===== src/rtl/irq_route_unit.sv =====
module irq_route_unit #(
  parameter int NUM_SRC = 4,
  parameter int NUM_CPU = 3,
  parameter int VEC_W   = 8,
  parameter logic [NUM_SRC-1:0] LEVEL_SRC = 4'b0100,
  parameter logic [NUM_SRC-1:0] DIST_SRC  = 4'b1000,
  localparam int IDX_W = (NUM_SRC > 1) ? $clog2(NUM_SRC) : 1
) (
  input  logic                     clk,
  input  logic                     rst_n,
  input  logic [NUM_SRC-1:0]       irq_in,
  input  logic                     reg_we,
  input  logic                     reg_dst_sel,
  input  logic [IDX_W-1:0]         reg_idx,
  input  logic [31:0]              reg_wdata,
  output logic [31:0]              reg_rdata,
  input  logic [4*NUM_CPU-1:0]     task_pri,
  input  logic                     ack_valid,
  input  logic [IDX_W-1:0]         ack_idx,
  output logic [NUM_CPU-1:0]       raise_valid,
  output logic [IDX_W*NUM_CPU-1:0] raise_src
);
  localparam int CPU_W = (NUM_CPU > 1) ? $clog2(NUM_CPU) : 1;

  logic             mask_q [NUM_SRC];
  logic [3:0]       pri_q  [NUM_SRC];
  logic [VEC_W-1:0] vec_q  [NUM_SRC];
  logic             ext_q  [NUM_SRC];
  logic             crit_q [NUM_SRC];
  logic [NUM_CPU-1:0] tgt_q [NUM_SRC];
  logic [CPU_W-1:0] last_q [NUM_SRC];
  logic [NUM_SRC-1:0] act_q, pend_q, lvl_q;

  logic [NUM_CPU-1:0] cand [NUM_SRC];
  logic [NUM_CPU-1:0] acc  [NUM_SRC];
  logic [NUM_SRC-1:0] ok;
  logic               found;
  logic               win_valid;
  logic [IDX_W-1:0]   win_idx;
  logic [NUM_CPU-1:0] win_acc;

  always_comb begin
    found = 1'b0;
    for (int s = 0; s < NUM_SRC; s++) begin
      cand[s] = '0;
      if (tgt_q[s] == (NUM_CPU'(1) << last_q[s]) || !DIST_SRC[s]) begin
        cand[s] = tgt_q[s];
      end else begin
        found = 1'b0;
        for (int k = 1; k <= NUM_CPU; k++) begin
          if (!found && tgt_q[s][(int'(last_q[s]) + k) % NUM_CPU]) begin
            cand[s][(int'(last_q[s]) + k) % NUM_CPU] = 1'b1;
            found = 1'b1;
          end
        end
      end
      for (int c = 0; c < NUM_CPU; c++)
        acc[s][c] = cand[s][c] && (pri_q[s] > task_pri[4*c +: 4]);
      ok[s] = pend_q[s] && !mask_q[s] && (pri_q[s] != 4'd0) && !act_q[s]
              && (tgt_q[s] != '0) && (acc[s] != '0);
    end
  end

  always_comb begin
    win_valid = 1'b0;
    win_idx   = '0;
    win_acc   = '0;
    for (int s = NUM_SRC-1; s >= 0; s--) begin
      if (ok[s]) begin
        win_valid = 1'b1;
        win_idx   = IDX_W'(s);
        win_acc   = acc[s];
      end
    end
  end

  always_comb begin
    reg_rdata = '0;
    if (int'(reg_idx) < NUM_SRC) begin
      if (reg_dst_sel) begin
        reg_rdata[31] = ext_q[reg_idx];
        reg_rdata[30] = crit_q[reg_idx];
        reg_rdata[NUM_CPU-1:0] = tgt_q[reg_idx];
      end else begin
        reg_rdata[31]    = mask_q[reg_idx];
        reg_rdata[30]    = act_q[reg_idx];
        reg_rdata[29]    = DIST_SRC[reg_idx];
        reg_rdata[22]    = LEVEL_SRC[reg_idx];
        reg_rdata[19:16] = pri_q[reg_idx];
        reg_rdata[VEC_W-1:0] = vec_q[reg_idx];
      end
    end
  end

  always_ff @(posedge clk or negedge rst_n) begin
    if (!rst_n) begin
      for (int s = 0; s < NUM_SRC; s++) begin
        mask_q[s] <= 1'b1;
        pri_q[s]  <= '0;
        vec_q[s]  <= '0;
        ext_q[s]  <= 1'b0;
        crit_q[s] <= 1'b0;
        tgt_q[s]  <= NUM_CPU'(1);
        last_q[s] <= '0;
      end
      act_q       <= '0;
      pend_q      <= '0;
      lvl_q       <= '0;
      raise_valid <= '0;
      raise_src   <= '0;
    end else begin
      lvl_q <= irq_in;
      for (int s = 0; s < NUM_SRC; s++) begin
        if (LEVEL_SRC[s]) pend_q[s] <= irq_in[s];
        else if (irq_in[s] && !lvl_q[s]) pend_q[s] <= 1'b1;
      end
      raise_valid <= win_valid ? win_acc : '0;
      for (int c = 0; c < NUM_CPU; c++)
        raise_src[IDX_W*c +: IDX_W] <= win_idx;
      if (win_valid) begin
        act_q[win_idx] <= 1'b1;
        if (DIST_SRC[win_idx]) begin
          for (int c = 0; c < NUM_CPU; c++)
            if (win_acc[c]) last_q[win_idx] <= CPU_W'(c);
        end
      end
      if (ack_valid && int'(ack_idx) < NUM_SRC) begin
        act_q[ack_idx] <= 1'b0;
        if (!LEVEL_SRC[ack_idx]) pend_q[ack_idx] <= 1'b0;
      end
      for (int s = 0; s < NUM_SRC; s++)
        if (LEVEL_SRC[s] && !irq_in[s]) act_q[s] <= 1'b0;
      if (reg_we && int'(reg_idx) < NUM_SRC) begin
        if (reg_dst_sel) begin
          ext_q[reg_idx]  <= reg_wdata[31];
          crit_q[reg_idx] <= reg_wdata[30];
          tgt_q[reg_idx]  <= reg_wdata[NUM_CPU-1:0];
        end else begin
          mask_q[reg_idx] <= reg_wdata[31];
          pri_q[reg_idx]  <= reg_wdata[19:16];
          vec_q[reg_idx]  <= reg_wdata[VEC_W-1:0];
        end
      end
    end
  end

  logic [3:0]         sel_pri;
  logic [NUM_CPU-1:0] sel_tgt;
  logic               sel_mask;
  assign sel_pri  = pri_q[win_idx];
  assign sel_tgt  = tgt_q[win_idx];
  assign sel_mask = mask_q[win_idx];

  for (genvar c = 0; c < NUM_CPU; c++) begin : g_chk
    AST_PRI_OVER_TASK: assert property (@(posedge clk) disable iff (!rst_n)
      raise_valid[c] |-> ($past(sel_pri) > $past(task_pri[4*c +: 4])));
    AST_DEST_MEMBER: assert property (@(posedge clk) disable iff (!rst_n)
      raise_valid[c] |-> $past(sel_tgt[c]));
    AST_UNMASKED: assert property (@(posedge clk) disable iff (!rst_n)
      raise_valid[c] |-> !$past(sel_mask));
    AST_SAME_SRC: assert property (@(posedge clk) disable iff (!rst_n)
      (raise_valid[c] && raise_valid[0]) |->
        (raise_src[IDX_W*c +: IDX_W] == raise_src[IDX_W-1:0]));
  end

  AST_DIST_ONE_CPU: assert property (@(posedge clk) disable iff (!rst_n)
    ((|raise_valid) && DIST_SRC[raise_src[IDX_W-1:0]]) |-> $onehot0(raise_valid));
endmodule


===== config.mk =====
export PLATFORM = sky130hd
export DESIGN_NAME = irq_route_unit
export DESIGN_NICKNAME = d
export VERILOG_FILES = /design/src/rtl/irq_route_unit.sv
export SDC_FILE = /design/constraint.sdc
export NUM_CORES = 1
export LEC_CHECK = 0
export BUFFER_PORTS_ARGS = -buffer_cell sky130_fd_sc_hd__buf_2
export CAP_MARGIN = 10
export CORE_MARGIN = 8
export CORE_UTILIZATION = 25
export DETAILED_ROUTE_END_ITERATION = 10
export SKIP_LAST_GASP = 1
export SYNTH_ARGS = -nofsm -noshare
export SYNTH_HDL_FRONTEND = slang
export SYNTH_SLANG_ARGS = --single-unit

===== constraint.sdc =====
create_clock -name clk -period 2.9 [get_ports clk]
set_input_delay 0.58 -clock clk [delete_from_list [all_inputs] [get_ports clk]]
set_output_delay 0.58 -clock clk [all_outputs]
set_load 0.03 [all_outputs]

==> impl_metrics.ini, run 1 <==
[status]
outcome = finished, final reports clean

[placed_design]
place_hpwl_um = 11540
port_buffers = 63
gp_congestion = 0.8154
place_area_um2 = 6472

[worst_setup_path]
crit_chain = inv_1, ha_1, inv_1, ha_1, nor2_1, a21oi_1, nor4_1, o221ai_1, nand3_1, nand4_1, a32o_2
critPathSlowestCell = dfrtp_1
worstPathArrival_ps = 2920
ff2ff_setup_slack_ps = 210
crit_type = reg2reg
slowest_delay_ps = 430
cp-end-kind = register
worstPathMaxFanout = 6
start_kind = register
crit_required_ps = 3130
critPathTopFamily = simple AND/OR/NAND/NOR gates
critPathBufInv = 2

[power_and_ir_drop]
power_per_cell_area_nw_per_um2 = 730.4
power.leakage_nw = 3.065
vdd_drop_max_mv = 0.2870

[finish]
final_area_um2 = 6780
nets = 673
diodes = 0
drive_gt1_share_pct = 39.15
area_growth_pct = 17.73

[cts]
cts_sinks = 90
cts.htree.levels = 3
post_cts_buffers = 0
clkLatencyLatePin_ps = 340
cts_tree = done
ctsHoldBuffers = 0
cts_root_buf = clkbuf_16
cts_buffers = 9
cts_resized = 0
clk_path_buf_depth = 2
path_clk_slew_ps = 70

[yosys]
synth_common_cells = dfrtp_1, mux2_2, ha_1
postSynthAreaPerCell_um2 = 11.80
synth_cell_types = 61
yosysTopAreaCell = dfrtp_1
synth-edff-count = 0
synth_most_common_cell = dfrtp_1
synth_top_area_share_pct = 35.63
async_flop_share_pct = 100.0
synthCells = 488
synth_area_leaders = dfrtp_1, mux2_2, ha_1
synth_ff_type = dfrtp_1
synth_seq_cells = 90
syn_area_um2 = 5759
yosysSeqAreaShare_pct = 39.28
yosys_warnings = 0

[timing]
slew_headroom_pct = 63.01
slew_violations = 0
finalHoldViolCount = 0
fin_tns_setup_ps = 0
setup_viol = 0
clock_skew_ps = 8.980
hold_slack_ps = 193.6
worst_pin_slew_ps = 553.4
fin_crit_ps = 2687
period_share_pct = 92.66
rsz0062_at_grt = false
fmax_mhz = 372.1

[die]
fp.dieH_um = 167.8
dieWidth_um = 167.8
io_pins = 98
row_count = 55
core-area_um2 = 22640
start_util_pct = 25.44
die-area_um2 = 28150

[grt]
grt_pass1_vias = 4256
track_usage_pct = 10.75
grt_pass1_wl_um = 23850
grtUsageMet2_pct = 16.63
grtUsageMet3_pct = 2.923
grt_max_degree = 55
busiest_layer = met2
grt_overflow = 0
use_met1_pct = 14.68
antenna_found_initial = 0

[drt]
drtPass1Iterations = 4
viasPerCell = 4.738
wl_um = 14950
drtAntennaViolNets = 0
drt_iter0_drc = 219
wire_per_inst_um = 17.55
num_vias = 4037
drcViolationCount = 0

[hold_path]
holdCritPathClass = in2async

[job]
maxCapViolations = 0
-- through the flow --
step / utilization (%) / std cells / setup WS (ps) / power, mW
after floorplan: - / 503 / 160.4 / 3.224
after global placement: 28.59 / 836 / 104.2 / 3.723
after detailed placement: 28.59 / 836 / 111.0 / 3.749
after CTS: 29.95 / 852 / 254.3 / 4.998
after global routing: 29.95 / 852 / 18.22 / 5.267
final: 29.95 / 852 / 212.9 / 4.952
-- cell usage in the layout, fill, tap and decap left out, types with 9 or more instances in the layout --
cell type and instances:
inv_1 28, nand2_1 24, conb_1 16, buf_4 22, nand4_1 13, clkbuf_16 9, mux4_2 18, ha_1 54
nor2b_1 18, buf_2 62, dfrtp_1 82, a21oi_1 19, mux2_2 74, nor2_1 13
-- layout make-up --
class | instances | area [um2]
Multi-Input combinational cell | 346 | 3229
Timing Repair Buffer | 86 | 515.5
Fill cell | 2335 | 15860
Clock buffer | 9 | 225.2
Clock inverter | 7 | 82.58
Inverter | 29 | 108.9
Tap cell | 285 | 356.6
Sequential cell | 90 | 2262
-- routing by layer --
metal,share of wire (%),up-vias
li1,-,1925
met4,0.96,0
met1,47,1983
met2,44,116
met5,0,-
met3,7.9,13
-- flip-flops by register name (all words and copies together), names as in the netlist --
name,count
last_q,2
raise_valid,3
crit_q,4
lvl_q,3
pend_q,4
tgt_q,3
mask_q,4
cand,9
act_q,4
ext_q,4
raise_src,2
vec_q,32
pri_q,16
-- cell families (layout without fill, tap and decap cells) --
group | Yosys count | in the layout | synth area share, %
and+or+nand+nor | 108 | 108 | 10.97
muxes | 99 | 99 | 23.22
DFF | 90 | 90 | 39.28
AOI/OAI and AO/OA | 67 | 67 | 8.625
buffers and inverters | 67 | 131 | 5.800
adders and majority gates | 54 | 54 | 11.73
xor gates and xnor gates | 2 | 2 | 0.3042
other | 1 | 16 | 0.06511
-- power by group --
group	internal, mW	total, mW	switching (mW)
clock	0.685	1.22	0.531
combinational	0.872	1.90	1.03
sequential	1.56	1.84	0.275
-- path summary, 6_finish.rpt --
check,from,end,cells past startpoint
hold reg to reg,ext_q[1],ext_q[1],1
hold / removal,rst_n,vec_q[6],1
min in group clk,irq_in[3],lvl_q[3],1
setup reg to reg,last_q[0],last_q[0],11
max in group asynchronous,rst_n,mask_q[3],2
setup / recovery,last_q[0],last_q[0],11
Note: power is estimated with default switching activity, not from simulation.
==> run 2, diff against run 1 <==
==> constraint.sdc (replaced) <==
create_clock -name clk -period 2.9 [get_ports clk]
set_input_delay 0.145 -clock clk [delete_from_list [all_inputs] [get_ports clk]]
set_output_delay 0.145 -clock clk [all_outputs]
set_load 0.03 [all_outputs]
==> impl_metrics.ini, run 2 (synthesis results as in run 1) <==
[power_and_ir_drop]
vdd_drop_max_mv = 0.3105
comb_power_share_pct = 38.4
switchingPower_mw = 1.815
internal_power_mw = 3.099
p_sw_share_pct = 36.93
power.leakage_nw = 3.030
power_per_cell_area_nw_per_um2 = 729.1
finalPower_mw = 4.913
power.share.clock_pct = 24.3
power_frac_seq_pct = 37.3

[die]
dieWidth_um = 167.8
die-area_um2 = 28150
start_util_pct = 25.44
row_count = 55
io_pins = 98
fp.dieH_um = 167.8
core-area_um2 = 22640

[cts]
cts_sinks = 90
cts_tree = done
post_cts_buffers = 0
cts_root_buf = clkbuf_16
cts.htree.levels = 3
path_clk_slew_ps = 70
cts_buffers = 9
clk_path_buf_depth = 2
clkLatencyLatePin_ps = 340

[worst_setup_path]
worstPathMaxFanout = 6
worstPathArrival_ps = 2800
crit_chain = inv_1, ha_2, inv_1, ha_1, nor2_1, a21oi_1, nor4_1, o221ai_1, nand3_1, nand4_1, a32o_2
critPathTopFamily = simple AND/OR/NAND/NOR gates
crit_type = reg2reg
critPathBufInv = 2
critPathSlowestCell = dfrtp_1
cp-startpoint = last_q[0]
start_kind = register
r2r-start = last_q[0]
crit_required_ps = 3130
path_depth = 11
timing.critical_path.mode_cell = inv_1
cp-end-kind = register
slowest_delay_ps = 420
ff2ff_setup_slack_ps = 320
reg2reg_depth = 11
r2r_end = last_q[0]
endpoint = last_q[0]

[drt]
drcViolationCount = 0
drt_iter0_drc = 235
wl_um = 15190
wire_per_inst_um = 17.93
viasPerCell = 4.822
drtAntennaViolNets = 0
drtPass1Iterations = 4
num_vias = 4084

[placed_design]
gp_congestion = 0.8570
port_buffers = 63
place_hpwl_um = 11420

[finish]
fillCellCount = 2325
area_growth_pct = 17.01
layout_common_cells = dfrtp_1, mux2_2, buf_2
nets = 668
layout_commonest_cell = dfrtp_1
drive_gt1_share_pct = 37.72
largest_reg_flops = 32
regMostFlops = vec_q
diodes = 0

[status]
outcome = finished, final reports clean

[timing]
slew_violations = 0
setup_viol = 0
fin_tns_setup_ps = 0
worst_pin_slew_ps = 679.7
slew_headroom_pct = 54.69
clock_skew_ps = 9.492
fmax_mhz = 388.3
rsz0062_at_grt = false
period_share_pct = 88.79
finalHoldViolCount = 0
fin_crit_ps = 2575

[grt]
grt_pass1_wl_um = 24500
grt_max_degree = 91
track_usage_pct = 10.98
grt_pass1_vias = 4296
antenna_found_initial = 0
grt_overflow = 0

[hold_path]
holdCritPathClass = in2reg

[job]
maxCapViolations = 0
==> run 2: changes by cell type in the layout (fill, tap and decap cells not counted), sizes merged <==
cell | before | now
clkinv | 1 | 2
clkbuf | 9 | 10
inv | 33 | 32
dlygate4sd3 | 0 | 5
buf | 86 | 76
clkinvlp | 1 | 0
==> run 2: metal layers <==
layer / wire length [um] / track usage, % / vias up
li1: - / - / 1913
met1: 7213 / 15.23 / 2039
met2: 6657 / 16.63 / 120
met3: 1152 / 3.110 / 12
met4: 161 / 2.446 / 0
met5: 0 / 0 / -
==> run 2: how the worst min path moves through the flow <==
stage	depth (start not counted)	startpoint	slack [ps]	endpoint
detailed placement	2	rst_n	230	vec_q[6]
global route	2	ack_valid	50	pend_q[3]
floorplan	0	rst_n	-150	act_q[0]
finish	2	ack_valid	50	pend_q[3]
CTS	2	ack_valid	40	pend_q[3]
global placement	2	rst_n	230	vec_q[6]
==> run 2: metrics by stage <==
step / instances / setup slack [ps] / area (um2) / hold WS [ps] / util (%)
CTS: 847 / 270.1 / 6736 / 36.94 / 29.75
global route: 847 / 29.19 / 6739 / 48.80 / 29.77
finish: 847 / 325.0 / 6739 / 46.33 / 29.77
detailed placement: 826 / 302.5 / 6385 / 226.9 / 28.20
global placement: 826 / 334.0 / 6385 / 229.9 / 28.20
floorplan: 503 / 619.7 / 5816 / -150.6 / -
==> run 2: power groups by stage <==
stage | sequential [mW] | clock [mW] | combinational, mW
after floorplan | 1.78 | 0 | 1.44
after detailed placement | 1.85 | 0 | 1.88
after global routing | 1.88 | 1.26 | 2.10
after CTS | 1.83 | 1.22 | 1.90
after global placement | 1.84 | 0 | 1.85
final | 1.83 | 1.19 | 1.89
==> run 2: repair_timing <==
item                                    in CTS  in global routing
hold endpoints to repair                    86                  0
hold buffers                                 5                  0
resized for setup                            0                  1
endpoints found under the setup margin       0                  2
==> run 2: final cells by class <==
| cell class | count | area, um2 | share of cell area [%] |
|---|---|---|---|
| clock buffer | 10 | 229.0 | 3.398 |
| tap | 285 | 356.6 | 5.291 |
| clock inverter | 6 | 72.57 | 1.077 |
| sequential | 90 | 2262 | 33.57 |
| inverter | 29 | 108.9 | 1.615 |
| timing repair buffer | 81 | 478.0 | 7.092 |
| multi-input combinational | 346 | 3232 | 47.96 |
==> run 3, diff against run 2 <==
--- a/config.mk
+++ b/config.mk
@@ -9,2 +9,3 @@
 export CAP_MARGIN = 10
+export CORE_ASPECT_RATIO = 0.75
 export CORE_MARGIN = 8
@@ -12,2 +13,3 @@
 export DETAILED_ROUTE_END_ITERATION = 10
+export REMOVE_ABC_BUFFERS = 1
 export SKIP_LAST_GASP = 1
==> constraint.sdc (replaced) <==
create_clock -name clk -period 2.9 [get_ports clk]
set_input_delay 0.58 -clock clk [delete_from_list [all_inputs] [get_ports clk]]
set_output_delay 0.58 -clock clk [all_outputs]
set_load 0.03 [all_outputs]
==> impl_metrics.ini, run 3 (synthesis results as in run 1) <==
[status]
outcome = finished, final reports clean

[drt]
drt_iter0_drc = 240
wire_per_inst_um = 17.85
drcViolationCount = 0
drtPass1Iterations = 4
num_vias = 3998
viasPerCell = 4.654
wl_um = 15330
drtAntennaViolNets = 0

[power_and_ir_drop]
finalPower_mw = 4.839
power_per_cell_area_nw_per_um2 = 719.3
vdd_drop_max_mv = 0.3237
power.leakage_nw = 3.008

[finish]
post-route-util_pct = 29.48
drive_gt1_share_pct = 38.64
area_growth_pct = 16.82
nets = 665
layout_commonest_cell = dfrtp_1
diodes = 0
regMostFlops = vec_q
largest_reg_flops = 32
layout_common_cells = dfrtp_1, mux2_2, buf_2
fillCellCount = 2360

[timing]
fmax_mhz = 364.2
hold_slack_ps = 146.4
slew_violations = 0
finalHoldViolCount = 0
fin_crit_ps = 2746
worst_pin_slew_ps = 758.0
setup_viol = 0
fin_ws_ps = 154.1
period_share_pct = 94.69
fin_tns_setup_ps = 0
slew_headroom_pct = 49.00
rsz0062_at_grt = false
clock_skew_ps = 6.178

[worst_setup_path]
start_kind = input port
worstPathMaxFanout = 17
critPathBufInv = 3
slowest_delay_ps = 510
crit_type = in2out
crit_required_ps = 2320
worstPathArrival_ps = 2170
critPathSlowestCell = mux4_2
timing.critical_path.mode_cell = buf_2
critPathTopFamily = buffers and inverters
cp-end-kind = primary output
crit_chain = buf_2, buf_4, mux4_2, nor2b_1, buf_2

[placed_design]
gp_congestion = 0.8628
port_buffers = 63
place_hpwl_um = 11950
pre_cts_ws_ps = 72.11

[die]
io_pins = 98
row_count = 48
dieWidth_um = 191.3
start_util_pct = 25.24
fp.dieH_um = 147.4
die-area_um2 = 28200
core-area_um2 = 22820

[cts]
cts_root_buf = clkbuf_16
clk_path_buf_depth = 2
ctsHoldBuffers = 0
cts_tree = done
path_clk_slew_ps = 70
cts.htree.levels = 3
cts_sinks = 90
clkLatencyLatePin_ps = 340
cts_buffers = 9

[grt]
antenna_found_initial = 1
track_usage_pct = 10.89
grt_max_degree = 65
grt_pass1_vias = 4190
grt_pass1_wl_um = 23900
grt_overflow = 0

[job]
maxCapViolations = 0

[hold_path]
holdCritPathClass = in2async
-- run 3: changes by cell type in the layout (fill, tap and decap cells not counted), sizes merged --
cell         before  now
clkinvlp          0    2
dlygate4sd3       5    0
clkbuf           10    9
bufinv            1    0
buf              76   78
-- run 3: per-layer routing --
| metal | part of all wire, % | vias to the layer above | track usage (%) |
|---|---|---|---|
| li1 | - | 1912 | - |
| met1 | 49 | 1991 | 15.28 |
| met2 | 44 | 84 | 16.47 |
| met3 | 6.3 | 9 | 3.366 |
| met4 | 0.46 | 2 | 1.690 |
| met5 | 0.085 | - | 0 |
-- run 3: layout make-up --
type	instances	area, um2	area share (%)
clock inverters	7	51.30	0.7625
well taps	300	375.4	5.579
multi-input cells	346	3237	48.11
repair buffers	78	467.9	6.956
inverters	29	108.9	1.618
flip-flops and latches	90	2262	33.62
clock buffers	9	225.2	3.348
-- run 3: worst paths after layout --
check                            from            to  slack (ps)  cells past startpoint
hold reg to reg              vec_q[7]      vec_q[7]         500                      1
setup reg to reg            last_q[0]     last_q[0]         210                     11
hold / removal                  rst_n  raise_src[4]         150                      1
max in group asynchronous       rst_n       cand[3]        2060                      2
setup / recovery           reg_idx[0]  reg_rdata[5]         150                      5
min in group clk            irq_in[3]      lvl_q[3]         360                      1
-- run 3: power breakdown --
group	switching (mW)	leakage [nW]	internal, mW
Sequential	0.267	1.08	1.56
Clock	0.522	0.133	0.587
Combinational	1.04	1.80	0.857
-- run 3: repair_timing --
| item | in CTS | in global routing |
|---|---|---|
| endpoints found under the setup margin | 0 | 2 |
| setup buffers | 0 | 0 |
| gates resized for setup | 0 | 2 |
-- run 3: metrics by stage --
| stage | cell area [um2] | std cells |
|---|---|---|
| floorplan | 5590 | 465 |
| detailed placement | 6444 | 843 |
| global placement | 6444 | 843 |
| global route | 6728 | 859 |
| finish | 6728 | 859 |
| CTS | 6720 | 859 |
